--- src/rtl/axil_err_pkg.sv ---
// Shared types for the register target: response codes and address regions.
package axil_err_pkg;

    typedef enum logic [1:0] {
        RESP_OKAY   = 2'b00,
        RESP_EXOKAY = 2'b01,
        RESP_SLVERR = 2'b10,
        RESP_DECERR = 2'b11
    } resp_e;

    typedef enum logic [1:0] {
        REGION_RW,
        REGION_RO,
        REGION_RSV,
        REGION_NONE
    } region_e;

endpackage

--- src/rtl/axil_err_decode.sv ---
// Address classifier.
// Sorts a byte address into read-write, read-only, reserved or unmapped, and
// gives the word index inside the map. Purely combinational.
// Assumes word-aligned accesses, so the byte-offset bits are ignored.
module axil_err_decode
    import axil_err_pkg::*;
#(
    parameter int ADDR_W    = 16,
    parameter int WORD_LSB  = 2,
    parameter int MAP_BYTES = 64,
    parameter int NUM_RW    = 4,
    parameter int NUM_RO    = 2,
    parameter int IDX_W     = 4
) (
    input  logic [ADDR_W-1:0] addr,
    output region_e           region,
    output logic [IDX_W-1:0]  idx
);
    localparam int WW        = ADDR_W - WORD_LSB;
    localparam int MAP_WORDS = MAP_BYTES >> WORD_LSB;
    localparam logic [WW-1:0] LIM_RW  = WW'(NUM_RW);
    localparam logic [WW-1:0] LIM_RO  = WW'(NUM_RW + NUM_RO);
    localparam logic [WW-1:0] LIM_MAP = WW'(MAP_WORDS);

    logic [WW-1:0] word;
    logic          unused_lsb;

    assign word       = addr[ADDR_W-1:WORD_LSB];
    assign unused_lsb = ^addr[WORD_LSB-1:0];
    assign idx        = word[IDX_W-1:0];

    // Region selection by word number.
    always_comb begin
        if (word < LIM_RW)       region = REGION_RW;
        else if (word < LIM_RO)  region = REGION_RO;
        else if (word < LIM_MAP) region = REGION_RSV;
        else                     region = REGION_NONE;
    end
endmodule

--- src/rtl/axil_err_regs.sv ---
// Read-write register bank with per-byte write enables.
// Assumes the caller raises wr_en only for a committed, error-free write
// whose index lies inside the bank.
module axil_err_regs #(
    parameter int DATA_W = 32,
    parameter int NUM_RW = 4,
    parameter int IDX_W  = 4
) (
    input  logic                           clk,
    input  logic                           rst_n,
    input  logic                           wr_en,
    input  logic [IDX_W-1:0]               wr_idx,
    input  logic [DATA_W-1:0]              wr_data,
    input  logic [DATA_W/8-1:0]            wr_strb,
    output logic [NUM_RW-1:0][DATA_W-1:0]  regs_q
);
    localparam int STRB_W = DATA_W / 8;

    for (genvar r = 0; r < NUM_RW; r++) begin : g_reg
        for (genvar b = 0; b < STRB_W; b++) begin : g_byte
            // One byte lane of one register: loads when selected and strobed.
            always_ff @(posedge clk) begin
                if (!rst_n)
                    regs_q[r][b*8 +: 8] <= '0;
                else if (wr_en && wr_idx == IDX_W'(r) && wr_strb[b])
                    regs_q[r][b*8 +: 8] <= wr_data[b*8 +: 8];
            end
        end
    end
endmodule

--- src/rtl/axil_err_excl.sv ---
// One-entry exclusive reservation monitor.
// Set by an exclusive read of a read-write register. Cleared by any committed
// write to the reserved register (ordinary, or successful exclusive).
// A new set wins over a clear that falls in the same cycle.
module axil_err_excl #(
    parameter int IDX_W = 4
) (
    input  logic             clk,
    input  logic             rst_n,
    input  logic             set_en,
    input  logic [IDX_W-1:0] set_idx,
    input  logic             wr_seen,
    input  logic [IDX_W-1:0] wr_idx,
    output logic             hit
);
    logic             resv_v;
    logic [IDX_W-1:0] resv_idx;

    assign hit = resv_v && (resv_idx == wr_idx);

    // Reservation state update.
    always_ff @(posedge clk) begin
        if (!rst_n) begin
            resv_v   <= 1'b0;
            resv_idx <= '0;
        end else if (set_en) begin
            resv_v   <= 1'b1;
            resv_idx <= set_idx;
        end else if (wr_seen && hit) begin
            resv_v   <= 1'b0;
        end
    end
endmodule

--- src/rtl/axil_err_wrch.sv ---
// Write channel joiner.
// Accepts AW and W independently, holds each until both are present, then
// issues one commit pulse and raises B with the response supplied by the
// caller for that commit. No new address or data is accepted while B is
// pending, so at most one write is in flight.
module axil_err_wrch
    import axil_err_pkg::*;
#(
    parameter int ADDR_W = 16,
    parameter int DATA_W = 32
) (
    input  logic                clk,
    input  logic                rst_n,
    input  logic                awvalid,
    output logic                awready,
    input  logic [ADDR_W-1:0]   awaddr,
    input  logic                awexcl,
    input  logic                wvalid,
    output logic                wready,
    input  logic [DATA_W-1:0]   wdata,
    input  logic [DATA_W/8-1:0] wstrb,
    output logic                bvalid,
    input  logic                bready,
    output logic [1:0]          bresp,
    output logic                cmt_valid,
    output logic [ADDR_W-1:0]   cmt_addr,
    output logic                cmt_excl,
    output logic [DATA_W-1:0]   cmt_data,
    output logic [DATA_W/8-1:0] cmt_strb,
    input  resp_e               cmt_resp
);
    logic aw_q;
    logic w_q;

    assign awready   = !aw_q && !bvalid;
    assign wready    = !w_q && !bvalid;
    assign cmt_valid = aw_q && w_q && !bvalid;

    // Capture address and data, commit when both are held, retire B.
    always_ff @(posedge clk) begin
        if (!rst_n) begin
            aw_q     <= 1'b0;
            w_q      <= 1'b0;
            cmt_addr <= '0;
            cmt_excl <= 1'b0;
            cmt_data <= '0;
            cmt_strb <= '0;
            bvalid   <= 1'b0;
            bresp    <= RESP_OKAY;
        end else begin
            if (awvalid && awready) begin
                aw_q     <= 1'b1;
                cmt_addr <= awaddr;
                cmt_excl <= awexcl;
            end
            if (wvalid && wready) begin
                w_q      <= 1'b1;
                cmt_data <= wdata;
                cmt_strb <= wstrb;
            end
            if (cmt_valid) begin
                aw_q   <= 1'b0;
                w_q    <= 1'b0;
                bvalid <= 1'b1;
                bresp  <= cmt_resp;
            end else if (bvalid && bready) begin
                bvalid <= 1'b0;
            end
        end
    end
endmodule

--- src/rtl/axil_errslave.sv ---
// Register target with error responses (top).
// Single-beat AXI4-Lite subordinate with a read-write bank, read-only words,
// reserved offsets and a DECERR default region, plus a one-entry exclusive
// monitor. The first read-only word is a fixed identity value; the others
// return hw_status. Assumes one outstanding read and one outstanding write.
module axil_errslave
    import axil_err_pkg::*;
#(
    parameter int               ADDR_W    = 16,
    parameter int               DATA_W    = 32,
    parameter int               MAP_BYTES = 64,
    parameter int               NUM_RW    = 4,
    parameter int               NUM_RO    = 2,
    parameter logic [DATA_W-1:0] ID_VALUE = 32'h5A17_0001
) (
    input  logic                clk,
    input  logic                rst_n,
    input  logic                s_awvalid,
    output logic                s_awready,
    input  logic [ADDR_W-1:0]   s_awaddr,
    input  logic                s_awexcl,
    input  logic                s_wvalid,
    output logic                s_wready,
    input  logic [DATA_W-1:0]   s_wdata,
    input  logic [DATA_W/8-1:0] s_wstrb,
    output logic                s_bvalid,
    input  logic                s_bready,
    output logic [1:0]          s_bresp,
    input  logic                s_arvalid,
    output logic                s_arready,
    input  logic [ADDR_W-1:0]   s_araddr,
    input  logic                s_arexcl,
    output logic                s_rvalid,
    input  logic                s_rready,
    output logic [DATA_W-1:0]   s_rdata,
    output logic [1:0]          s_rresp,
    input  logic [DATA_W-1:0]   hw_status
);
    localparam int STRB_W   = DATA_W / 8;
    localparam int WORD_LSB = $clog2(STRB_W);
    localparam int IDX_W    = $clog2(MAP_BYTES >> WORD_LSB);

    // Write side wiring.
    logic                        cmt_valid;
    logic [ADDR_W-1:0]           cmt_addr;
    logic                        cmt_excl;
    logic [DATA_W-1:0]           cmt_data;
    logic [STRB_W-1:0]           cmt_strb;
    resp_e                       cmt_resp;
    region_e                     wr_region;
    logic [IDX_W-1:0]            wr_idx;
    logic                        wr_en;
    logic                        wr_rw;
    logic                        excl_hit;
    logic [NUM_RW-1:0][DATA_W-1:0] regs_q;

    // Read side wiring.
    region_e                     rd_region;
    logic [IDX_W-1:0]            rd_idx;
    logic                        ar_hs;
    logic                        excl_set;
    logic [DATA_W-1:0]           rd_data_c;
    resp_e                       rd_resp_c;

    axil_err_wrch #(.ADDR_W(ADDR_W), .DATA_W(DATA_W)) u_wrch (
        .clk      (clk),
        .rst_n    (rst_n),
        .awvalid  (s_awvalid),
        .awready  (s_awready),
        .awaddr   (s_awaddr),
        .awexcl   (s_awexcl),
        .wvalid   (s_wvalid),
        .wready   (s_wready),
        .wdata    (s_wdata),
        .wstrb    (s_wstrb),
        .bvalid   (s_bvalid),
        .bready   (s_bready),
        .bresp    (s_bresp),
        .cmt_valid(cmt_valid),
        .cmt_addr (cmt_addr),
        .cmt_excl (cmt_excl),
        .cmt_data (cmt_data),
        .cmt_strb (cmt_strb),
        .cmt_resp (cmt_resp)
    );

    axil_err_decode #(
        .ADDR_W(ADDR_W), .WORD_LSB(WORD_LSB), .MAP_BYTES(MAP_BYTES),
        .NUM_RW(NUM_RW), .NUM_RO(NUM_RO), .IDX_W(IDX_W)
    ) u_wr_dec (
        .addr  (cmt_addr),
        .region(wr_region),
        .idx   (wr_idx)
    );

    axil_err_decode #(
        .ADDR_W(ADDR_W), .WORD_LSB(WORD_LSB), .MAP_BYTES(MAP_BYTES),
        .NUM_RW(NUM_RW), .NUM_RO(NUM_RO), .IDX_W(IDX_W)
    ) u_rd_dec (
        .addr  (s_araddr),
        .region(rd_region),
        .idx   (rd_idx)
    );

    axil_err_excl #(.IDX_W(IDX_W)) u_excl (
        .clk    (clk),
        .rst_n  (rst_n),
        .set_en (excl_set),
        .set_idx(rd_idx),
        .wr_seen(wr_rw),
        .wr_idx (wr_idx),
        .hit    (excl_hit)
    );

    axil_err_regs #(.DATA_W(DATA_W), .NUM_RW(NUM_RW), .IDX_W(IDX_W)) u_regs (
        .clk    (clk),
        .rst_n  (rst_n),
        .wr_en  (wr_en),
        .wr_idx (wr_idx),
        .wr_data(cmt_data),
        .wr_strb(cmt_strb),
        .regs_q (regs_q)
    );

    assign wr_rw = cmt_valid && (wr_region == REGION_RW);

    // Write response: region error first, then the exclusive outcome.
    always_comb begin
        wr_en    = 1'b0;
        cmt_resp = RESP_OKAY;
        case (wr_region)
            REGION_NONE: cmt_resp = RESP_DECERR;
            REGION_RO,
            REGION_RSV:  cmt_resp = RESP_SLVERR;
            default: begin
                if (cmt_excl) begin
                    cmt_resp = excl_hit ? RESP_EXOKAY : RESP_OKAY;
                    wr_en    = cmt_valid && excl_hit;
                end else begin
                    wr_en    = cmt_valid;
                end
            end
        endcase
    end

    assign s_arready = !s_rvalid;
    assign ar_hs     = s_arvalid && s_arready;
    assign excl_set  = ar_hs && s_arexcl && (rd_region == REGION_RW);

    // Read data and response for the address currently presented.
    always_comb begin
        rd_data_c = '0;
        rd_resp_c = RESP_OKAY;
        case (rd_region)
            REGION_NONE: rd_resp_c = RESP_DECERR;
            REGION_RSV:  rd_resp_c = RESP_SLVERR;
            REGION_RO:   rd_data_c = (rd_idx == IDX_W'(NUM_RW)) ? ID_VALUE : hw_status;
            default: begin
                for (int i = 0; i < NUM_RW; i++)
                    if (rd_idx == IDX_W'(i)) rd_data_c = regs_q[i];
                rd_resp_c = s_arexcl ? RESP_EXOKAY : RESP_OKAY;
            end
        endcase
    end

    // Read response register: load on address accept, hold until taken.
    always_ff @(posedge clk) begin
        if (!rst_n) begin
            s_rvalid <= 1'b0;
            s_rdata  <= '0;
            s_rresp  <= RESP_OKAY;
        end else if (ar_hs) begin
            s_rvalid <= 1'b1;
            s_rdata  <= rd_data_c;
            s_rresp  <= rd_resp_c;
        end else if (s_rvalid && s_rready) begin
            s_rvalid <= 1'b0;
        end
    end
endmodule

--- config.mk ---
export PLATFORM = sky130hd
export DESIGN_NAME = axil_errslave
export DESIGN_NICKNAME = d
export VERILOG_FILES = /design/src/rtl/axil_err_pkg.sv /design/src/rtl/axil_err_decode.sv /design/src/rtl/axil_err_regs.sv /design/src/rtl/axil_err_excl.sv /design/src/rtl/axil_err_wrch.sv /design/src/rtl/axil_errslave.sv
export SDC_FILE = /design/constraint.sdc
export NUM_CORES = 1
export LEC_CHECK = 0
export ABC_AREA = 1
export BUFFER_PORTS_ARGS = -buffer_cell sky130_fd_sc_hd__buf_2
export CAP_MARGIN = 10
export CELL_PAD_IN_SITES_DETAIL_PLACEMENT = 0
export CELL_PAD_IN_SITES_GLOBAL_PLACEMENT = 1
export CORE_AREA = 4 4 197 199
export CTS_BUF_LIST = sky130_fd_sc_hd__clkbuf_4 sky130_fd_sc_hd__clkbuf_8 sky130_fd_sc_hd__clkbuf_16
export DETAILED_ROUTE_END_ITERATION = 10
export DIE_AREA = 0 0 201 203
export PLACE_DENSITY = 0.64
export SYNTH_ARGS = -nofsm -noshare
export SYNTH_HDL_FRONTEND = slang
export SYNTH_HIERARCHICAL = 1
export SYNTH_SLANG_ARGS = --single-unit
--- constraint.sdc ---
create_clock -name clk -period 5.06 [get_ports clk]
set_clock_uncertainty 0.2 [all_clocks]
set_input_delay 0.506 -clock clk [delete_from_list [all_inputs] [get_ports clk]]
set_output_delay 0.506 -clock clk [all_outputs]
set_load 0.05 [all_outputs]
==> results of run 1 <==
-- area by class of cell --
| cell class | instances | area [um^2] | share of cell area (%) |
|---|---|---|---|
| multi-input cells | 1124 | 4930 | 39.0 |
| well taps | 474 | 593 | 4.68 |
| repair buffers | 157 | 847 | 6.69 |
| inverters | 218 | 818 | 6.46 |
| clock inverters | 11 | 90.1 | 0.711 |
| clock buffers | 43 | 900 | 7.10 |
| flip-flops and latches | 224 | 4480 | 35.4 |
-- worst register-to-register path, stage by stage, from the launching register on --
cell and delay (ns):
dfxtp_1 0.70, inv_1 0.09, nand3b_1 0.11, nand3_1 0.07, inv_1 0.08, nand2_1 0.08, nor2_1 0.13, o21a_1 0.18
nand2_1 0.06, inv_1 0.24, nand4_1 0.74, nor2_1 0.32, nor2_1 0.07
-- layer usage --
layer	wire (um)	GRT usage, %	vias to the layer above
met5	0	0	-
met4	436	2.90	0
met3	2150	2.72	34
met2	13100	23.2	281
met1	16500	23.3	4622
li1	-	-	5391
-- registers in the layout, indices dropped and copies added, names as in the netlist --
signal	flops
u_wrch/bvalid	1
u_wrch/cmt_excl	1
u_excl/resv_v	1
u_wrch/cmt_data	32
s_rresp	2
u_wrch/cmt_strb	4
u_excl/resv_idx	4
u_regs/regs_q	128
u_wrch/bresp	2
u_wrch/cmt_addr	14
s_rvalid	1
u_wrch/aw_q	1
s_rdata	32
u_wrch/w_q	1
-- report_power, final --
| group | internal [mW] | switching [mW] | total, mW | leakage, nW |
|---|---|---|---|---|
| Combinational | 0.127 | 0.316 | 0.443 | 4.17 |
| Sequential | 1.82 | 0.0639 | 1.89 | 1.82 |
| Clock | 1.28 | 0.786 | 2.06 | 0.501 |
| Total | 3.23 | 1.17 | 4.39 | 6.49 |
-- stage by stage --
stage	worst slack [ns]	util (%)	total power [mW]	std cells
4_1_cts	1.93	34.0	4.47	2251
3_3_place_gp	2.00	31.4	2.37	2197
2_1_floorplan	2.64	-	2.24	1678
3_5_place_dp	1.93	31.4	2.38	2197
6_report	1.90	34.0	4.39	2251
5_1_grt	1.56	34.0	4.61	2251
-- path summary, 6_finish.rpt --
check,start,endpoint,slack [ns],depth (start not counted)
min,s_bready,u_wrch/bvalid,0.03,3
max,u_wrch/cmt_addr[3],u_regs/regs_q[63],1.90,12
max reg2reg,u_wrch/cmt_addr[3],u_regs/regs_q[63],1.90,12
min reg2reg,u_excl/resv_idx[2],u_excl/resv_idx[2],0.27,2
==> summary.txt, run 1 <==
Timing
  • Slew Limit Headroom: 27.8%
  • Setup TNS: 0 ns
  • Final Slew Violations: 0
  • Hold violation count in the final report: 0
  • # setup viols final: 0
  • Fmax: 316 MHz
  • Hold slack: 0.0272 ns
  • Least-Margin Pin Slew: 1.08 ns
  • Fin crit period: 3.16 ns
  • RSZ-0062 raised after global routing: no
  • Fin crit share: 62.5%

Die
  • Initial Utilization: 29.2%
  • Die area: 40800 um^2
  • I/O pin count: 150
  • Core Area: 37200 um^2
  • # rows: 71
  • Die height: 203 um
  • Die W: 201 um

CTS
  • Clk Latency, worst-skew pair: 0.55 ns
  • H-tree level count: 1
  • Clock slew at reported path FFs: 0.06 ns
  • Hold buffer count at cts: 0
  • Post-CTS setup repair buffer count: 0
  • TritonCTS clock tree: done
  • CTS root buf: clkbuf_16
  • Clock buffer depth: 3
  • PostCTS Resize Cnt: 0
  • CTS Buf Count: 29
  • Clock sinks: 224

Setup path
  • CP required: 5.29 ns
  • CP Data Arrival Time: 3.39 ns
  • Worst Path Buf+Inv: 3
  • CP peak stage delay: 0.74 ns
  • CP Class: reg -> reg
  • Crit-path max FO: 16
  • Setup crit end kind: register
  • CP max stage cell: nand4_1
  • Critical Path Start Type: register
  • Critical-path cell list: inv_1 > nand3b_1 > nand3_1 > inv_1 > nand2_1 > nor2_1 > o21a_1 > nand2_1 > inv_1 > nand4_1 > nor2_1 > nor2_1
  • Top delay family on crit path: simple AND/OR/NAND/NOR gates

Detailed routing
  • Vias per cell: 4.59
  • Initial DRC Count: 707
  • WL/cell: 14.3 um
  • Post-Route WL: 32200 um
  • Initial DRT Pass Iterations: 5
  • DRC: 0
  • Routed Antenna Nets: 0
  • DR vias: 10300

Placement
  • Routability cong.: 0.776
  • Placed cell area: 11700 um^2
  • HPWL Detailed: 19900 um
  • Port bufs: 145

Outcome
  • Status: finished clean

GRT
  • GRT Util Overall: 15.4%
  • Largest net degree at the start of global routing: 108
  • First-pass GRT wire length: 52300 um
  • Antenna violations before repair: 0
  • Vias in the first global route: 9630
  • Total congestion overflow: 0

Layout
  • Cell area after layout: 12700 um^2
  • Layout cells sized above 1: 13.1%
  • Most frequent cells in the layout: nand2_1 (376), nor2_1 (324), dfxtp_1 (224)
  • Fill cells: 4083
  • P&R area growth vs syn: 16.5%
  • # diodes: 0
  • Final nets: 1863
  • Most common cell after layout, fill and taps aside: nand2_1

Logic synthesis
  • Synth Net Count: 1787
  • Syn Inst Count: 1678
  • Synthesized area per cell: 6.48 um^2
  • Yosys Warn Count: 6
  • Mapped Area: 10900 um^2

Job
  • MaxCap Viol Count: 0

Power and ir drop
  • Static Leakage: 6.49 nW
  • Worst vdd ir: 264 uV
  • Power Density: 347 nW/um^2

Hold path
  • HP Class: in -> reg
(Power assumes the default switching activity.)
==> run 2: changes to the inputs <==
Settings changed: ABC_AREA 1 to 0, CORE_AREA 4 4 197 199 to 4 4 187 189, DIE_AREA 0 0 201 203 to 0 0 191 193, PLACE_DENSITY 0.64 to 0.61.
Clock period 5.06 ns to 3.28 ns, I/O delays scaled along.
==> run 2 against run 1 <==
Effect of this change: synthesized area down 9.9%; wire length down 14%; worst setup slack worse by 1.7 ns; flip-flop and latch count unchanged; final cell count down 25%; cell area down 0.11%; critical path depth down 4; die area down 9.7%; register-to-register slack worse by 1.7 ns; hold slack better by 0.12 ns; sequential share of layout area about the same; maximum frequency up 3.4%; largest power group unchanged; highest routed layer unchanged.
==> summary.txt, run 2 <==
Outcome
  • Status: finished clean

Timing
  • Final Slew Violations: 0
  • Fmax: 327 MHz
  • RSZ-0062 raised after global routing: no
  • Fin crit share: 93.3%
  • Setup TNS: 0 ns
  • # setup viols final: 0
  • Fin crit period: 3.06 ns
  • Hold violation count in the final report: 0
  • Least-Margin Pin Slew: 0.820 ns
  • Hold slack: 0.142 ns
  • Slew Limit Headroom: 45.3%

CTS
  • Clk Latency, worst-skew pair: 0.54 ns
  • Post-CTS setup repair buffer count: 0
  • H-tree level count: 1
  • PostCTS Resize Cnt: 0
  • CTS Buf Count: 26
  • Clock sinks: 224
  • CTS root buf: clkbuf_16
  • TritonCTS clock tree: done
  • Hold buffer count at cts: 90
  • Clock buffer depth: 3
  • Clock slew at reported path FFs: 0.07 ns

Setup path
  • CP Class: reg -> reg
  • CP Data Arrival Time: 3.30 ns
  • Critical-path cell list: xor2_1 > nor4_2 > and2_1 > nor2b_1 > nor3_1 > nand3b_1 > nor2_4 > mux2i_1
  • CP max stage cell: dfxtp_1
  • Crit-path max FO: 8
  • CP required: 3.52 ns
  • Top delay family on crit path: simple AND/OR/NAND/NOR gates
  • CP peak stage delay: 0.53 ns
  • Worst Path Buf+Inv: 0
  • Critical Path Start Type: register
  • Setup crit end kind: register

Logic synthesis
  • Yosys Warn Count: 6
  • Synth Net Count: 1123
  • Mapped Area: 9800 um^2
  • Syn Inst Count: 1014
  • Synthesized area per cell: 9.67 um^2

Die
  • I/O pin count: 150
  • Die height: 193 um
  • Core Area: 33300 um^2
  • Initial Utilization: 29.4%
  • Die area: 36900 um^2
  • Die W: 191 um
  • # rows: 67

Power and ir drop
  • Static Leakage: 5.09 nW
  • Worst vdd ir: 338 uV
  • Overall Power: 6.54 mW
  • Power Density: 517 nW/um^2

Layout
  • Final nets: 1319
  • Layout cells sized above 1: 22.4%
  • P&R area growth vs syn: 29.1%
  • Top Registers: u_regs/regs_q: 128 flops, s_rdata: 32 flops, u_wrch/cmt_data: 32 flops
  • Largest register by flop count: u_regs/regs_q
  • Number of flip-flops in the largest register: 128
  • Most frequent cells in the layout: nand2_1 (229), dfxtp_1 (224), mux2i_1 (144), buf_2 (144), dlygate4sd3_1 (90)
  • Final core occ: 38.0%
  • # diodes: 0
  • Most common cell after layout, fill and taps aside: nand2_1
  • Post-layout instance count excluding filler cells: 1678

Placement
  • Placed cells: 1540
  • Port bufs: 145
  • HPWL Detailed: 18300 um
  • Routability cong.: 0.725

Detailed routing
  • Post-Route WL: 27700 um
  • Routed Antenna Nets: 0
  • DR vias: 7852
  • DRC: 0
  • Initial DRC Count: 356
  • Initial DRT Pass Iterations: 5
  • WL/cell: 16.5 um
  • Vias per cell: 4.68

GRT
  • Largest net degree at the start of global routing: 101
  • Total congestion overflow: 0
  • First-pass GRT wire length: 43700 um
  • GRT Util Overall: 14.7%
  • Antenna violations before repair: 0
  • Vias in the first global route: 7675

Hold path
  • HP Class: in -> reg

Job
  • MaxCap Viol Count: 0
## run 2: changes by cell type in the layout (fill, tap and decap cells not counted), moves of 10 or more
cell / delta
nor2_1: -316
inv_1: -208
nand2_1: -147
mux2i_1: +144
nand3_1: -126
dlygate4sd3_1: +90
a21oi_1: -70
nand4_1: -39
o21ai_0: +37
mux4_2: +26
a31oi_1: -22
a32oi_1: +17
or3b_2: +10
## run 2: area by class of cell
cell class | count | area (um^2)
tap | 448 | 561
clock inverter | 11 | 141
inverter | 5 | 18.8
clock buffer | 37 | 783
sequential | 224 | 4480
multi-input combinational | 701 | 4860
fill | 3373 | 20600
timing repair buffer | 252 | 1800
## run 2: worst paths after layout
kind	from	end	slack [ns]	depth (start not counted)
worst min-delay path	s_araddr[6]	s_rresp[0]	0.14	5
worst min register to register	u_wrch/cmt_data[0]	u_wrch/cmt_data[0]	0.25	2
worst max-delay path	u_wrch/cmt_addr[3]	u_regs/regs_q[113]	0.22	8
worst max register to register	u_wrch/cmt_addr[3]	u_regs/regs_q[113]	0.22	8
## run 2: report_power, final
group | leakage [nW] | switching [mW] | internal (mW)
clock network | 0.468 | 1.16 | 1.90
registers | 1.82 | 0.0607 | 2.79
logic | 2.81 | 0.383 | 0.244
## run 2: per-layer routing
| metal | part of all wire (%) | global-route usage (%) | wire (um) |
|---|---|---|---|
| met2 | 39 | 20.5 | 10700 |
| met5 | 0 | 0 | 0 |
| met3 | 4.9 | 2.14 | 1360 |
| met4 | 1.7 | 2.85 | 467 |
| met1 | 55 | 23.8 | 15200 |
## run 2: worst min-delay path, stage by stage
cell and delay, ns:
buf_2 0.08, nor2_1 0.04, nand4_1 0.17, a21oi_1 0.09, a21oi_1 0.13
## run 2: stage by stage
| stage | instance area, um^2 | setup WS (ns) |
|---|---|---|
| floorplan | 9800 | 0.793 |
| global placement | 10800 | 0.288 |
| detailed placement | 10800 | 0.234 |
| CTS | 12700 | 0.194 |
| global route | 12700 | 0.0123 |
| finish | 12700 | 0.219 |
==> run 3: changes to the inputs <==
Settings changed: PLACE_DENSITY 0.61 to 0.68.
==> run 3 against run 2 <==
Effect of this change: worst setup slack got worse by 0.011 ns; clock-buffer cell count decreased by 2; sequential share of layout area increased by 0.24 points; critical path depth unchanged; utilization decreased by 0.25 points; critical endpoint is now u_regs/regs_q[11]; highest routed layer unchanged.
==> summary.txt, run 3 (same netlist as run 2, synthesis figures left out) <==
Timing
  • Hold violation count in the final report: 0
  • Setup TNS: 0 ns
  • Final Slew Violations: 0
  • Final worst slack: 0.208 ns
  • Fmax: 326 MHz
  • Slew Limit Headroom: 34.0%
  • Hold slack: 0.0409 ns
  • Fin crit share: 93.7%
  • Least-Margin Pin Slew: 0.988 ns
  • RSZ-0062 raised after global routing: yes
  • # setup viols final: 0
  • Fin crit period: 3.07 ns

Die
  • Die area: 36900 um^2
  • Core Area: 33300 um^2
  • Initial Utilization: 29.4%
  • I/O pin count: 150
  • Die W: 191 um
  • # rows: 67
  • Die height: 193 um

Setup path
  • CP required: 3.46 ns
  • CP Data Arrival Time: 3.25 ns
  • CP Class: reg -> reg
  • Setup crit end kind: register
  • Crit-path max FO: 8
  • Critical Path Start Type: register

Placement
  • Routability cong.: 0.766
  • Setup Slack @ Placement: 0.181 ns
  • HPWL Detailed: 18400 um
  • Port bufs: 145

Detailed routing
  • Initial DRT Pass Iterations: 5
  • Routed Antenna Nets: 0
  • Post-Route WL: 27100 um
  • WL/cell: 16.2 um
  • Initial DRC Count: 497
  • DRC: 0
  • Vias per cell: 4.74
  • DR vias: 7923

CTS
  • TritonCTS clock tree: done
  • H-tree level count: 1
  • Clk Latency, worst-skew pair: 0.51 ns
  • CTS Buf Count: 25
  • CTS root buf: clkbuf_16
  • Post-CTS setup repair buffer count: 0
  • Clock sinks: 224
  • Clock slew at reported path FFs: 0.06 ns
  • Clock buffer depth: 3

GRT
  • Total congestion overflow: 0
  • Largest net degree at the start of global routing: 86
  • First-pass GRT wire length: 42000 um
  • GRT Util Overall: 14.1%
  • Vias in the first global route: 7490
  • Antenna violations before repair: 0

Power and ir drop
  • Power Density: 508 nW/um^2
  • P_sw: 1.55 mW
  • Static Leakage: 5.05 nW
  • Logic pwr share: 9.8%
  • Sw frac: 24.3%
  • Overall Power: 6.39 mW
  • Sequential share of power: 44.7%
  • P_int: 4.84 mW
  • Clock Power Share: 45.5%
  • Worst vdd ir: 349 uV

Layout
  • Most common cell after layout, fill and taps aside: nand2_1
  • P&R area growth vs syn: 28.2%
  • Layout cells sized above 1: 22.2%
  • Number of flip-flops in the largest register: 128
  • Fill cells: 3358
  • Top Registers: u_regs/regs_q: 128 flops, s_rdata: 32 flops, u_wrch/cmt_data: 32 flops
  • Largest register by flop count: u_regs/regs_q
  • Most frequent cells in the layout: nand2_1 (229), dfxtp_1 (224), mux2i_1 (144), buf_2 (144), dlygate4sd3_1 (87)
  • # diodes: 0
  • Final nets: 1314

Hold path
  • HP Class: in -> reg

Job
  • MaxCap Viol Count: 0

Outcome
  • Status: finished clean
run 3: cell types whose count changed in the layout (fill, tap and decap cells not counted), sizes merged:
cell,before,now
clkinvlp,0,1
dlygate4sd3,90,87
buf,161,160
clkbuf,38,36
clkinv,8,6
run 3: through the flow:
| step | std cells | instance area [um^2] | util (%) |
|---|---|---|---|
| after detailed placement | 1539 | 10800 | 32.5 |
| after floorplan | 1014 | 9800 | - |
| final | 1671 | 12600 | 37.8 |
| after global routing | 1671 | 12600 | 37.8 |
| after CTS | 1671 | 12600 | 37.8 |
| after global placement | 1539 | 10800 | 32.5 |
run 3: power groups by stage:
stage	registers (mW)	logic (mW)	clock network, mW
after floorplan	2.98	0.305	0
final	2.85	0.626	2.91
after global placement	2.91	0.548	0
after global routing	2.86	0.684	3.10
after CTS	2.85	0.629	2.99
after detailed placement	2.91	0.548	0
run 3: area by class of cell:
class                           instances  area [um^2]  share of cell area [%]
Timing Repair Buffer                  248         1780                    14.1
Sequential cell                       224         4480                    35.7
Tap cell                              448          561                    4.46
Multi-Input combinational cell        701         4860                    38.7
Inverter                                5         18.8                   0.149
Clock buffer                           35          738                    5.87
Clock inverter                         10          128                    1.02
run 3: final timing paths:
kind                            start                  end  slack, ns  depth (start not counted)
hold / removal          hw_status[16]          s_rdata[16]       0.04                          4
hold reg to reg   u_wrch/cmt_data[10]  u_wrch/cmt_data[10]       0.25                          2
setup / recovery   u_wrch/cmt_addr[3]    u_regs/regs_q[11]       0.21                          8
setup reg to reg   u_wrch/cmt_addr[3]    u_regs/regs_q[11]       0.21                          8
run 3: layer usage:
metal / up-vias / wire [um] / GRT usage [%]
li1: 3960 / - / -
met1: 3699 / 14600 / 23.1
met2: 234 / 10300 / 19.4
met3: 30 / 1650 / 2.00
met4: 0 / 461 / 2.79
met5: - / 0 / 0
run 3: repair_timing:
action / in CTS / in global routing
hold buffers: 87 / 0
endpoints found under the hold margin: 86 / 0
endpoints found under the setup margin: 0 / 1
resized for setup: 0 / 0
run 3: critical path, cell delays in order (launching register included):
cell,delay (ns)
dfxtp_1,0.50
xor2_1,0.12
nor4_2,0.36
and2_1,0.20
nor2b_1,0.05
nor3_1,0.33
nor3b_2,0.52
nand3_2,0.44
mux2i_1,0.22
